$ cat config.mk
export PLATFORM = sky130hd
export DESIGN_NAME = rtc_bcd_calendar
export DESIGN_NICKNAME = d
export VERILOG_FILES = /design/src/rtl/rtc_cal_pkg.sv /design/src/rtl/rtc_time_core.sv /design/src/rtl/rtc_date_core.sv /design/src/rtl/rtc_digit_match.sv /design/src/rtl/rtc_bcd_calendar.sv
export SDC_FILE = /design/constraint.sdc
export NUM_CORES = 1
export LEC_CHECK = 0
export BUFFER_PORTS_ARGS = -buffer_cell sky130_fd_sc_hd__buf_2
export CAP_MARGIN = 20
export CORE_ASPECT_RATIO = 0.5
export CORE_MARGIN = 8
export CORE_UTILIZATION = 50
export DETAILED_ROUTE_END_ITERATION = 8
export PLACE_DENSITY = 0.8
export SETUP_SLACK_MARGIN = 0.1
export SLEW_MARGIN = 20
export SYNTH_ARGS = -nofsm -noshare
export SYNTH_HDL_FRONTEND = slang
export SYNTH_SLANG_ARGS = --single-unit
$ cat constraint.sdc
create_clock -name clk -period 5.25 [get_ports clk]
set_input_delay 0.7875 -clock clk [delete_from_list [all_inputs] [get_ports clk]]
set_output_delay 0.7875 -clock clk [all_outputs]
set_load 0.1 [all_outputs]
$ cat src/rtl/rtc_cal_pkg.sv
// Shared constants and helpers for the BCD calendar.
// Assumes packed BCD words with the field positions given in the brief.
package rtc_cal_pkg;
    localparam int TIME_W = 22;
    localparam int DATE_W = 24;
    localparam int WDAY_W = 3;
    localparam int NDIG   = 6;
    localparam int CMP_W  = 24;

    // Digit fields inside the time word, index = mask bit.
    localparam logic [NDIG-1:0][CMP_W-1:0] TIME_FIELDS = {
        24'h300000, 24'h0F0000, 24'h007000, 24'h000F00, 24'h000070, 24'h00000F};
    // Digit fields inside the date word, index = mask bit.
    localparam logic [NDIG-1:0][CMP_W-1:0] DATE_FIELDS = {
        24'hF00000, 24'h0F0000, 24'h001000, 24'h000F00, 24'h000030, 24'h00000F};

    localparam logic [DATE_W-1:0] DATE_RST = 24'h000101;

    // A BCD year 00..99 is divisible by 4 when an even tens digit meets
    // units 0/4/8, or an odd tens digit meets units 2/6.
    function automatic logic year_is_leap(input logic [7:0] yr);
        if (!yr[4])
            return (yr[3:0] == 4'd0) || (yr[3:0] == 4'd4) || (yr[3:0] == 4'd8);
        else
            return (yr[3:0] == 4'd2) || (yr[3:0] == 4'd6);
    endfunction

    // Last day of a BCD month, returned as a 6-bit BCD day.
    function automatic logic [5:0] month_last_day(input logic [4:0] mon,
                                                  input logic leap);
        case (mon)
            5'h02:                      return leap ? 6'h29 : 6'h28;
            5'h04, 5'h06, 5'h09, 5'h11: return 6'h30;
            default:                    return 6'h31;
        endcase
    endfunction
endpackage

$ cat src/rtl/rtc_time_core.sv
// Time-of-day counter in packed BCD, 12- or 24-hour scale.
// Assumes legal loaded values; a load discards a same-cycle tick.
// Raises day_step on the tick that leaves the last second of the day.
module rtc_time_core
    import rtc_cal_pkg::*;
(
    input  logic              clk,
    input  logic              rst_n,
    input  logic              tick,
    input  logic              hour24,
    input  logic              ld,
    input  logic [TIME_W-1:0] ld_val,
    output logic [TIME_W-1:0] cur,
    output logic [TIME_W-1:0] nxt,
    output logic              day_step
);
    logic [TIME_W-1:0] inc;
    logic              wrap;

    // Ripple one second through the BCD digits and the hour scale.
    always_comb begin
        inc  = cur;
        wrap = 1'b0;
        if (cur[3:0] != 4'd9) begin
            inc[3:0] = cur[3:0] + 4'd1;
        end else begin
            inc[3:0] = 4'd0;
            if (cur[6:4] != 3'd5) begin
                inc[6:4] = cur[6:4] + 3'd1;
            end else begin
                inc[6:4] = 3'd0;
                if (cur[11:8] != 4'd9) begin
                    inc[11:8] = cur[11:8] + 4'd1;
                end else begin
                    inc[11:8] = 4'd0;
                    if (cur[14:12] != 3'd5) begin
                        inc[14:12] = cur[14:12] + 3'd1;
                    end else begin
                        inc[14:12] = 3'd0;
                        if (hour24) begin
                            if (cur[21:20] == 2'd2 && cur[19:16] == 4'd3) begin
                                inc[21:16] = 6'd0;
                                wrap       = 1'b1;
                            end else if (cur[19:16] == 4'd9) begin
                                inc[19:16] = 4'd0;
                                inc[21:20] = cur[21:20] + 2'd1;
                            end else begin
                                inc[19:16] = cur[19:16] + 4'd1;
                            end
                        end else begin
                            if (cur[20] && cur[19:16] == 4'd2) begin
                                inc[20]    = 1'b0;
                                inc[19:16] = 4'd1;
                            end else if (cur[20] && cur[19:16] == 4'd1) begin
                                inc[19:16] = 4'd2;
                                inc[21]    = ~cur[21];
                                wrap       = cur[21];
                            end else if (cur[19:16] == 4'd9) begin
                                inc[20]    = 1'b1;
                                inc[19:16] = 4'd0;
                            end else begin
                                inc[19:16] = cur[19:16] + 4'd1;
                            end
                        end
                    end
                end
            end
        end
    end

    // Pick the next state: load, then tick, then hold.
    always_comb begin
        nxt      = ld ? ld_val : (tick ? inc : cur);
        day_step = tick & ~ld & wrap;
    end

    // Time register.
    always_ff @(posedge clk) begin
        if (!rst_n) cur <= '0;
        else        cur <= nxt;
    end


    time_hold_chk: assert property (@(posedge clk) disable iff (!rst_n)
        (!tick && !ld) |=> $stable(cur));


    time_digit_chk: assert property (@(posedge clk) disable iff (!rst_n)
        (cur[3:0] <= 4'd9) && (cur[6:4] <= 3'd5) && (cur[11:8] <= 4'd9) &&
        (cur[14:12] <= 3'd5) && (cur[19:16] <= 4'd9));
endmodule

$ cat src/rtl/rtc_date_core.sv
// Calendar date in packed BCD plus weekday and leap indicator.
// Assumes legal loaded values; step comes from the time core's day wrap.
module rtc_date_core
    import rtc_cal_pkg::*;
(
    input  logic              clk,
    input  logic              rst_n,
    input  logic              step,
    input  logic              ld_date,
    input  logic [DATE_W-1:0] date_val,
    input  logic              ld_wday,
    input  logic [WDAY_W-1:0] wday_val,
    output logic [DATE_W-1:0] cur,
    output logic [DATE_W-1:0] nxt,
    output logic [WDAY_W-1:0] wday,
    output logic              leap
);
    logic [DATE_W-1:0] inc;
    logic [5:0]        last_day;

    // Leap status and month length of the current date.
    always_comb begin
        leap     = year_is_leap(cur[23:16]);
        last_day = month_last_day(cur[12:8], leap);
    end

    // Advance day, month and year in BCD.
    always_comb begin
        inc = cur;
        if (cur[5:0] == last_day) begin
            inc[5:0] = 6'h01;
            if (cur[12:8] == 5'h12) begin
                inc[12:8] = 5'h01;
                if (cur[19:16] == 4'd9) begin
                    inc[19:16] = 4'd0;
                    inc[23:20] = (cur[23:20] == 4'd9) ? 4'd0 : cur[23:20] + 4'd1;
                end else begin
                    inc[19:16] = cur[19:16] + 4'd1;
                end
            end else if (cur[11:8] == 4'd9) begin
                inc[12:8] = 5'h10;
            end else begin
                inc[11:8] = cur[11:8] + 4'd1;
            end
        end else if (cur[3:0] == 4'd9) begin
            inc[3:0] = 4'd0;
            inc[5:4] = cur[5:4] + 2'd1;
        end else begin
            inc[3:0] = cur[3:0] + 4'd1;
        end
    end

    // Next date: load wins over a day step.
    always_comb begin
        nxt = ld_date ? date_val : (step ? inc : cur);
    end

    // Date and weekday registers.
    always_ff @(posedge clk) begin
        if (!rst_n) begin
            cur  <= DATE_RST;
            wday <= '0;
        end else begin
            cur <= nxt;
            if (ld_wday)   wday <= wday_val;
            else if (step) wday <= (wday >= 3'd6) ? 3'd0 : wday + 3'd1;
        end
    end


    wday_range_chk: assert property (@(posedge clk) disable iff (!rst_n)
        wday != 3'd7);


    date_digit_chk: assert property (@(posedge clk) disable iff (!rst_n)
        (cur[5:0] != 6'd0) && (cur[3:0] <= 4'd9) && (cur[12:8] != 5'd0) &&
        (cur[12:8] <= 5'h12) && (cur[19:16] <= 4'd9) && (cur[23:20] <= 4'd9));
endmodule

$ cat src/rtl/rtc_digit_match.sv
// Per-digit equality with a mask bit per digit.
// Assumes FIELDS lists disjoint bit groups, one per mask bit.
module rtc_digit_match #(
    parameter int N = 6,
    parameter int W = 24,
    parameter logic [N-1:0][W-1:0] FIELDS = '0
) (
    input  logic [W-1:0] val,
    input  logic [W-1:0] ref_val,
    input  logic [N-1:0] mask,
    output logic         hit
);
    logic [N-1:0] dig_ok;

    // One equality test per digit field.
    for (genvar i = 0; i < N; i++) begin : g_dig
        assign dig_ok[i] = mask[i] | (((val ^ ref_val) & FIELDS[i]) == '0);
    end

    assign hit = &dig_ok;
endmodule

$ cat src/rtl/rtc_bcd_calendar.sv
// Top: time core, date core, masked alarm comparators and sticky flag.
// Assumes tick_1s is a one-cycle enable from an external prescaler.
module rtc_bcd_calendar
    import rtc_cal_pkg::*;
(
    input  logic              clk,
    input  logic              rst_n,
    input  logic              tick_1s,
    input  logic              hour24_mode,
    input  logic              ld_time,
    input  logic [TIME_W-1:0] time_in,
    input  logic              ld_date,
    input  logic [DATE_W-1:0] date_in,
    input  logic              ld_wday,
    input  logic [WDAY_W-1:0] wday_in,
    input  logic [TIME_W-1:0] alm_time,
    input  logic [DATE_W-1:0] alm_date,
    input  logic [NDIG-1:0]   alm_time_mask,
    input  logic [NDIG-1:0]   alm_date_mask,
    input  logic              alm_irq_en,
    input  logic              alm_clear,
    output logic [TIME_W-1:0] time_now,
    output logic [DATE_W-1:0] date_now,
    output logic [WDAY_W-1:0] wday_now,
    output logic              leap_year,
    output logic              alm_flag,
    output logic              alm_irq
);
    localparam int PAD = CMP_W - TIME_W;

    logic [TIME_W-1:0] time_nxt;
    logic [DATE_W-1:0] date_nxt;
    logic              day_step;
    logic [1:0]        t_hit, d_hit;
    logic              tick_eff, set_ev;

    rtc_time_core u_time (
        .clk(clk), .rst_n(rst_n), .tick(tick_1s), .hour24(hour24_mode),
        .ld(ld_time), .ld_val(time_in), .cur(time_now), .nxt(time_nxt),
        .day_step(day_step));

    rtc_date_core u_date (
        .clk(clk), .rst_n(rst_n), .step(day_step), .ld_date(ld_date),
        .date_val(date_in), .ld_wday(ld_wday), .wday_val(wday_in),
        .cur(date_now), .nxt(date_nxt), .wday(wday_now), .leap(leap_year));

    // Comparators: index 0 sees the present value, index 1 the next one.
    for (genvar g = 0; g < 2; g++) begin : g_cmp
        rtc_digit_match #(.N(NDIG), .W(CMP_W), .FIELDS(TIME_FIELDS)) u_tm (
            .val({{PAD{1'b0}}, (g == 0) ? time_now : time_nxt}),
            .ref_val({{PAD{1'b0}}, alm_time}), .mask(alm_time_mask),
            .hit(t_hit[g]));
        rtc_digit_match #(.N(NDIG), .W(CMP_W), .FIELDS(DATE_FIELDS)) u_dm (
            .val((g == 0) ? date_now : date_nxt), .ref_val(alm_date),
            .mask(alm_date_mask), .hit(d_hit[g]));
    end

    // A match begins on an applied tick.
    always_comb begin
        tick_eff = tick_1s & ~ld_time;
        set_ev   = tick_eff & t_hit[1] & d_hit[1] & ~(t_hit[0] & d_hit[0]);
    end

    // Sticky flag; a new event wins over a clear.
    always_ff @(posedge clk) begin
        if (!rst_n)         alm_flag <= 1'b0;
        else if (set_ev)    alm_flag <= 1'b1;
        else if (alm_clear) alm_flag <= 1'b0;
    end

    assign alm_irq = alm_flag & alm_irq_en;


    flag_on_tick_chk: assert property (@(posedge clk) disable iff (!rst_n)
        $rose(alm_flag) |-> $past(tick_1s && !ld_time));


    flag_clear_chk: assert property (@(posedge clk) disable iff (!rst_n)
        ($past(alm_clear) && !$past(tick_1s)) |-> !alm_flag);
endmodule

-- After elaboration in Yosys (flattened, before gate mapping)
Index checks and enable logic that the tools add are counted.
- order comparisons: 1
- bitwise operators: 38
- equality and inequality tests: 24
- $add $sub $neg: 12
- mux-type cells: 54
- reductions and logical operators: 38
- operator list (cell ; number):
    $logic_not 24->1 ; 24
    $mux 24 ; 2
    $xor 24x24->24 ; 2
    $mux 22 ; 2
    $xor 22x22->22 ; 2
    $mux 6 ; 7
    $mux 4 ; 9
    $add 4x1->4 const B ; 7
    $eq 4x4->1 const B ; 6
    $or 1x1->1 ; 24
    $reduce_and 6->1 ; 4
    $mux 3 ; 7
    $mux 1 ; 17
    $mux 8 ; 2
    $mux 5 ; 3
    $mux 7 ; 2
    $eq 4x2->1 const B ; 3
    $pmux 6 s2 ; 1
    $eq 5x3->1 const B ; 2
    $eq 5x5->1 const B ; 2
    $add 3x1->3 const B ; 3
    $eq 4x3->1 const B ; 2
    $ne 4x4->1 const B ; 2
    $and 1x1->1 ; 7
    15 further kinds ; 25
- output and inout bits: 52
- register bits after elaboration: 50
- input port bits: 116

-- Logic depth before layout (Yosys ltp)
- depth in word-level cells: 19
- mapped depth: 14

-- Hierarchy
From an unflattened synthesis, not the netlist that was laid out.
- cells, all modules: 533
- area total of the unflattened synthesis: 4371.7 µm²
- modules (own cells, without submodules) (module ; cells an instance ; times used ; seq. area each (µm²) ; area each (µm²)):
    rtc_date_core ; 227 ; 1 ; 540.5 ; 1909.3
    rtc_time_core ; 187 ; 1 ; 440.4 ; 1476.4
    rtc_digit_match at g_cmp[0].u_dm ... ; 27 ; 2 ; 0.0 ; 231.5
    rtc_digit_match at g_cmp[0].u_tm ... ; 29 ; 2 ; 0.0 ; 229.0
    rtc_bcd_calendar ; 7 ; 1 ; 20.0 ; 65.1

-- Worst setup path before layout
Ideal clock, no wire load.
- path type: register -> register
- from: register u_date.cur[17]
- to: register alm_flag
- stages on the path, launching flop included: 13
- data required time: 5.181 ns
- setup slack: 1.405 ns
- path buffers: 1
- arrival time: 3.776 ns
- clock period less this slack: 3.845 ns
- path through: dfxtp_1 buf_2 a211o_1 a21o_1 inv_1 o32a_1 a2111oi_4 mux2i_1 o32ai_1 a211oi_2 o311a_1 o2111ai_1 o21ai_1
- longest elaborated chain between the ends: 17
- elaborated cells between the ends (all ways): 46
- classes of those cells: add/sub (1); eq/ne (6); mux (12); bitwise (13); reduce/logical (14)
- ends and longest elaborated chain (what ; RTL line ; text):
    from (decl) ; rtc_date_core.sv:13 ; output logic [DATE_W-1:0] cur,
    from (signal assigned) ; rtc_date_core.sv:64 ; cur <= nxt;
    $eq 4x3->1 or $logic_not 4->1 (tied branches) ; rtc_cal_pkg.sv:23 ; return (yr[3:0] == 4'd0) || (yr[3:0] == 4'd4) || (yr[3:0] == 4'd8);
    $logic_or 1x1->1 (2 in a row) ; rtc_cal_pkg.sv:23 ;
    $mux 1 (*) ; rtc_cal_pkg.sv:22 ; if (!yr[4])
    named net leap_year ; rtc_bcd_calendar.sv:25 ; output logic leap_year,
    $mux 1 (*) ; rtc_cal_pkg.sv:32 ; 5'h02: return leap ? 6'h29 : 6'h28;
    $pmux 6 s2 (*) ; rtc_cal_pkg.sv:31 ; case (mon)
    $eq 6x6->1 (*) ; rtc_date_core.sv:30 ; if (cur[5:0] == last_day) begin
    $mux 6 (tied with other cells) ; rtc_date_core.sv:30 ;
    $mux 24 (*) (2 in a row) ; rtc_date_core.sv:55 ; nxt = ld_date ? date_val : (step ? inc : cur);
    $xor 24x24->24 (*) ; rtc_digit_match.sv:17 ; assign dig_ok[i] = mask[i] | (((val ^ ref_val) & FIELDS[i]) == '0);
    $logic_not 24->1 ; rtc_digit_match.sv:17 ;
    $or 1x1->1 ; rtc_digit_match.sv:17 ;
    $reduce_and 6->1 (*) ; rtc_digit_match.sv:20 ; assign hit = &dig_ok;
    $and 1x1->1 (*) (2 in a row) ; rtc_bcd_calendar.sv:61 ; set_ev = tick_eff & t_hit[1] & d_hit[1] & ~(t_hit[0] & d_hit[0]);
    $mux 1 or $reduce_bool 2->1 (tied branches) ; - ;
    to (signal assigned) ; rtc_bcd_calendar.sv:66 ; if (!rst_n) alm_flag <= 1'b0;
    to (signal assigned) ; rtc_bcd_calendar.sv:67 ; else if (set_ev) alm_flag <= 1'b1;
    to (signal assigned) ; rtc_bcd_calendar.sv:68 ; else if (alm_clear) alm_flag <= 1'b0;
    to (decl) ; rtc_bcd_calendar.sv:26 ; output logic alm_flag,
Mark *: on every way through the listed nets, which the timed path passes. The rest lies on a longest branch.
A chain may end at the register's enable or synchronous reset.

-- Final worst setup path
- from: register u_time.cur[19]
- to: register alm_flag
- longest elaborated chain between the ends: 19
- elaborated cells between the ends (all ways): 66
- classes of those cells: add/sub (1); eq/ne (4); mux (27); bitwise (18); reduce/logical (16)
- ends and longest elaborated chain (what ; RTL line ; text):
    from (decl) ; rtc_time_core.sv:13 ; output logic [TIME_W-1:0] cur,
    from (signal assigned) ; rtc_time_core.sv:80 ; else cur <= nxt;
    $add 4x1->4 (tied with other cells) ; rtc_time_core.sv:48, rtc_time_core.sv:62 ;
    $mux 4 (tied with other cells) ; rtc_time_core.sv:44, rtc_time_core.sv:58 ;
    $mux 4 or $mux 1 (tied branches) ; rtc_time_core.sv:54 ; end else if (cur[20] && cur[19:16] == 4'd1) begin
    $mux 5 or $mux 1 (tied branches) ; rtc_time_core.sv:51 ; if (cur[20] && cur[19:16] == 4'd2) begin
    $mux 6 or $mux 1 (tied branches) ; rtc_time_core.sv:40 ; if (hour24) begin
    $mux 6 or $mux 1 (tied branches) ; rtc_time_core.sv:36 ; if (cur[14:12] != 3'd5) begin
    $mux 6 or $mux 1 (tied branches) ; rtc_time_core.sv:32 ; if (cur[11:8] != 4'd9) begin
    $mux 6 or $mux 1 (tied branches) ; rtc_time_core.sv:28 ; if (cur[6:4] != 3'd5) begin
    (+3 left out) ; - ;
    $xor 22x22->22 or $mux 24 (tied branches) ; - ;
    $logic_not 24->1 or $xor 24x24->24 (tied branches) ; rtc_digit_match.sv:17 ;
    $or 1x1->1 or $logic_not 24->1 (tied branches) ; rtc_digit_match.sv:17 ;
    $reduce_and 6->1 or $or 1x1->1 (tied branches) ; rtc_digit_match.sv:20, rtc_digit_match.sv:17 ;
    $and 1x1->1 or $reduce_and 6->1 (tied branches) ; rtc_bcd_calendar.sv:61, rtc_digit_match.sv:20 ;
    $and 1x1->1 ; rtc_bcd_calendar.sv:61 ;
    $and 1x1->1 (*) ; rtc_bcd_calendar.sv:61 ;
    $mux 1 or $reduce_bool 2->1 (tied branches) ; - ;
Every way passes the cells marked *; elsewhere a longest branch is shown, timed or not.

==> impl_metrics.ini <==
[logic_synthesis]
synth_common_cells = xnor2_1 (69), nor2_1 (64), dfxtp_1 (50)
synth-async-reset-ratio_pct = 0
synth_top_family_by_area = compound AO/OA/AOI/OAI gates
synthCells = 642
yosysMostFrequentCell = xnor2_1
synth-adder-area-share_pct = 1.52
muxShareOfSynthArea_pct = 3.72
synth_cell_types = 86
syn_area_um2 = 4940
yosys_warnings = 0
syn_nets = 764
synth_ff_type = dfxtp_1
avgSynthCellArea_um2 = 7.69
synth-xor-area-share_pct = 16.5
synth-seq-cells = 50
synth_compound_area_share_pct = 27.8
yosysTopAreaCellShare_pct = 20.3
seq_area_frac_synth_pct = 20.3
synth.largest_area_cell = dfxtp_1
synth_edf_count = 0
synth-simple-area-share_pct = 24.4
synthTopCellsByArea = dfxtp_1 (20%), xnor2_1 (12%), nor2_1 (4.9%), xor2_1 (4.3%), a21oi_1 (4.2%)

[route]
via_per_inst = 5.81
detail-route-antenna-nets = 0
via_count = 5238
wl_per_cell_um = 17.1
drc = 0
routed_wl_mm = 15.4
dr.pass1.iters = 5
drt_iter0_markers = 333

[sta]
setup_tns_ns = 0
fmax_mhz = 277
rsz0062_at_grt = no
report.final.slew_viol_count = 0
fin_skew_ns = 0.00677
slew_headroom_pct = 48.3
tightest_slew_ns = 0.775
fin_crit_ns = 3.61
finalSetupViolCount = 0
final.period_utilization_pct = 68.8
finalHoldViolCount = 0

[floorplan]
dieArea_um2 = 13500
ios = 168
rows = 25
start_util_pct = 51.9
die_h_um = 86.3
coreArea_um2 = 9510
fp.dieW_um = 157

[clocking]
cts_made_buffers = 5
clockRootBuffer = clkbuf_16
htree_num_levels = 2
post_cts_resize_count = 0
clkTransAtPathRegs_ns = 0.07
clock_latency_ns = 0.30
post-cts-setup-buffers = 0
tritoncts = yes
cts_max_path_buffers = 2
clock-sinks = 50
ctsHoldBuffers = 0

[job]
cap_violations = 0

[power]
vdd_drop_max_v = 0.000147
leakage_nw = 2.40
power_density_nw_per_um2 = 230

[critical_path]
ff2ff_setup_slack_ns = 1.64
cp_top_family = compound AO/OA/AOI/OAI gates
reg2reg_depth = 12
crit_path_start = u_time.cur[19]
cp.arrival_ns = 3.78
cp-endpoint = alm_flag
start_kind = flip-flop
end_kind = flip-flop
worst_ep_required_time_ns = 5.42
slowest_delay_ns = 0.53
path_depth = 12
crit_buf_inv = 0
path_class = flip-flop to flip-flop
worstPathCellList = or3b_1, nor2_1, ha_1, o211ai_2, a211oi_4, o21ai_2, o31a_1, a21o_1, xor2_1, nor4_1, o32ai_1, o21ai_1
rr_endpoint = alm_flag
cp_max_fo = 14
worst_path_max_delay_cell = a211oi_4
r2r-start = u_time.cur[19]

[global_routing]
grt-ovfl-total = 0
grt_pass1_vias = 5003
grt_max_degree = 43
grt_use_total_pct = 22.1
antenna_found_initial = 0
grt_pass1_wl_mm = 24.8

[worst_hold_path]
hold_depth = 2
min_path_type = flip-flop to flip-flop

[placed_design]
place_hpwl_mm = 11.8
gp_congestion = 0.899
place_inst = 894
portBuffers = 160

[final_layout]
fillers = 894
fin_util_pct = 61.9
area_growth_pct = 19.1
final_cells = 902
final_nets = 888
antennaDiodeCount = 0
final_layout_size_suffix_gt1_share_pct = 25.3

[run_status]
status = completed
area by class of cell:
class                           count  area [um^2]  area share [%]
Inverter                           21         78.8            1.34
Sequential cell                    50         1000            17.0
Clock inverter                      3         40.0           0.681
Timing Repair Buffer              162          816            13.9
Multi-Input combinational cell    526         3650            62.1
Clock buffer                        5          125            2.13
Tap cell                          135          169            2.87
worst min-delay path by stage:
stage / to / slack [ns] / start
2_1_floorplan: u_date.cur[8] / 0.92 / date_in[8]
3_3_place_gp: flip-flop / 0.47 / flip-flop
3_5_place_dp: flip-flop / 0.48 / flip-flop
4_1_cts: flip-flop / 0.50 / flip-flop
5_1_grt: flip-flop / 0.53 / flip-flop
6_report: flip-flop / 0.50 / flip-flop
stage by stage:
step | hold slack [ns] | worst slack (ns) | instance area (um^2) | power (mW)
floorplan | 0.920 | 1.40 | 4940 | 0.847
global placement | 0.468 | 1.54 | 5720 | 0.964
detailed placement | 0.480 | 1.48 | 5720 | 0.973
CTS | 0.500 | 1.69 | 5880 | 1.36
global route | 0.533 | 1.40 | 5880 | 1.41
finish | 0.497 | 1.64 | 5880 | 1.35
routing by layer:
metal,share of wire (%),global-route usage [%],up-vias
met5,0,0,-
met4,1.0,4.59,0
met3,6.6,4.17,14
met2,48,38.5,177
met1,45,28.0,2468
li1,-,-,2579
layout by cell type, fill, tap and decap left out, drive strengths merged, types with 5 or more instances in the layout:
cell type,count
buf,162
xnor2,69
nor2,64
dfxtp,50
nand2,46
a21oi,41
o21ai,38
xor2,24
inv,21
nand3,18
and2,16
mux2i,15
nor2b,14
a31oi,12
nor3,10
o211ai,10
a211oi,10
nor4,8
a41oi,7
nor3b,6
ha,6
nand3b,5
nand2b,5
o21a,5
a41o,5
clkbuf,5
o2111ai,5
o31ai,5
o22ai,5
power by group:
group | switching (mW) | internal [mW]
Sequential | 0.0517 | 0.403
Combinational | 0.349 | 0.163
Clock | 0.162 | 0.224
Total | 0.562 | 0.790
tightest hold or removal path: stages (launching register included):
cell     delay, ns
dfxtp_1       0.33
mux2i_1       0.07
nor2_1        0.07
logic make-up after synthesis:
family,Yosys count
AO/OA/AOI/OAI,186
XOR/XNOR,93
adder cells (fa/ha/maj),6
buffers and inverters,66
flip-flops,50
multiplexers,18
AND/OR/NAND/NOR,223
(Power assumes the default switching activity.)
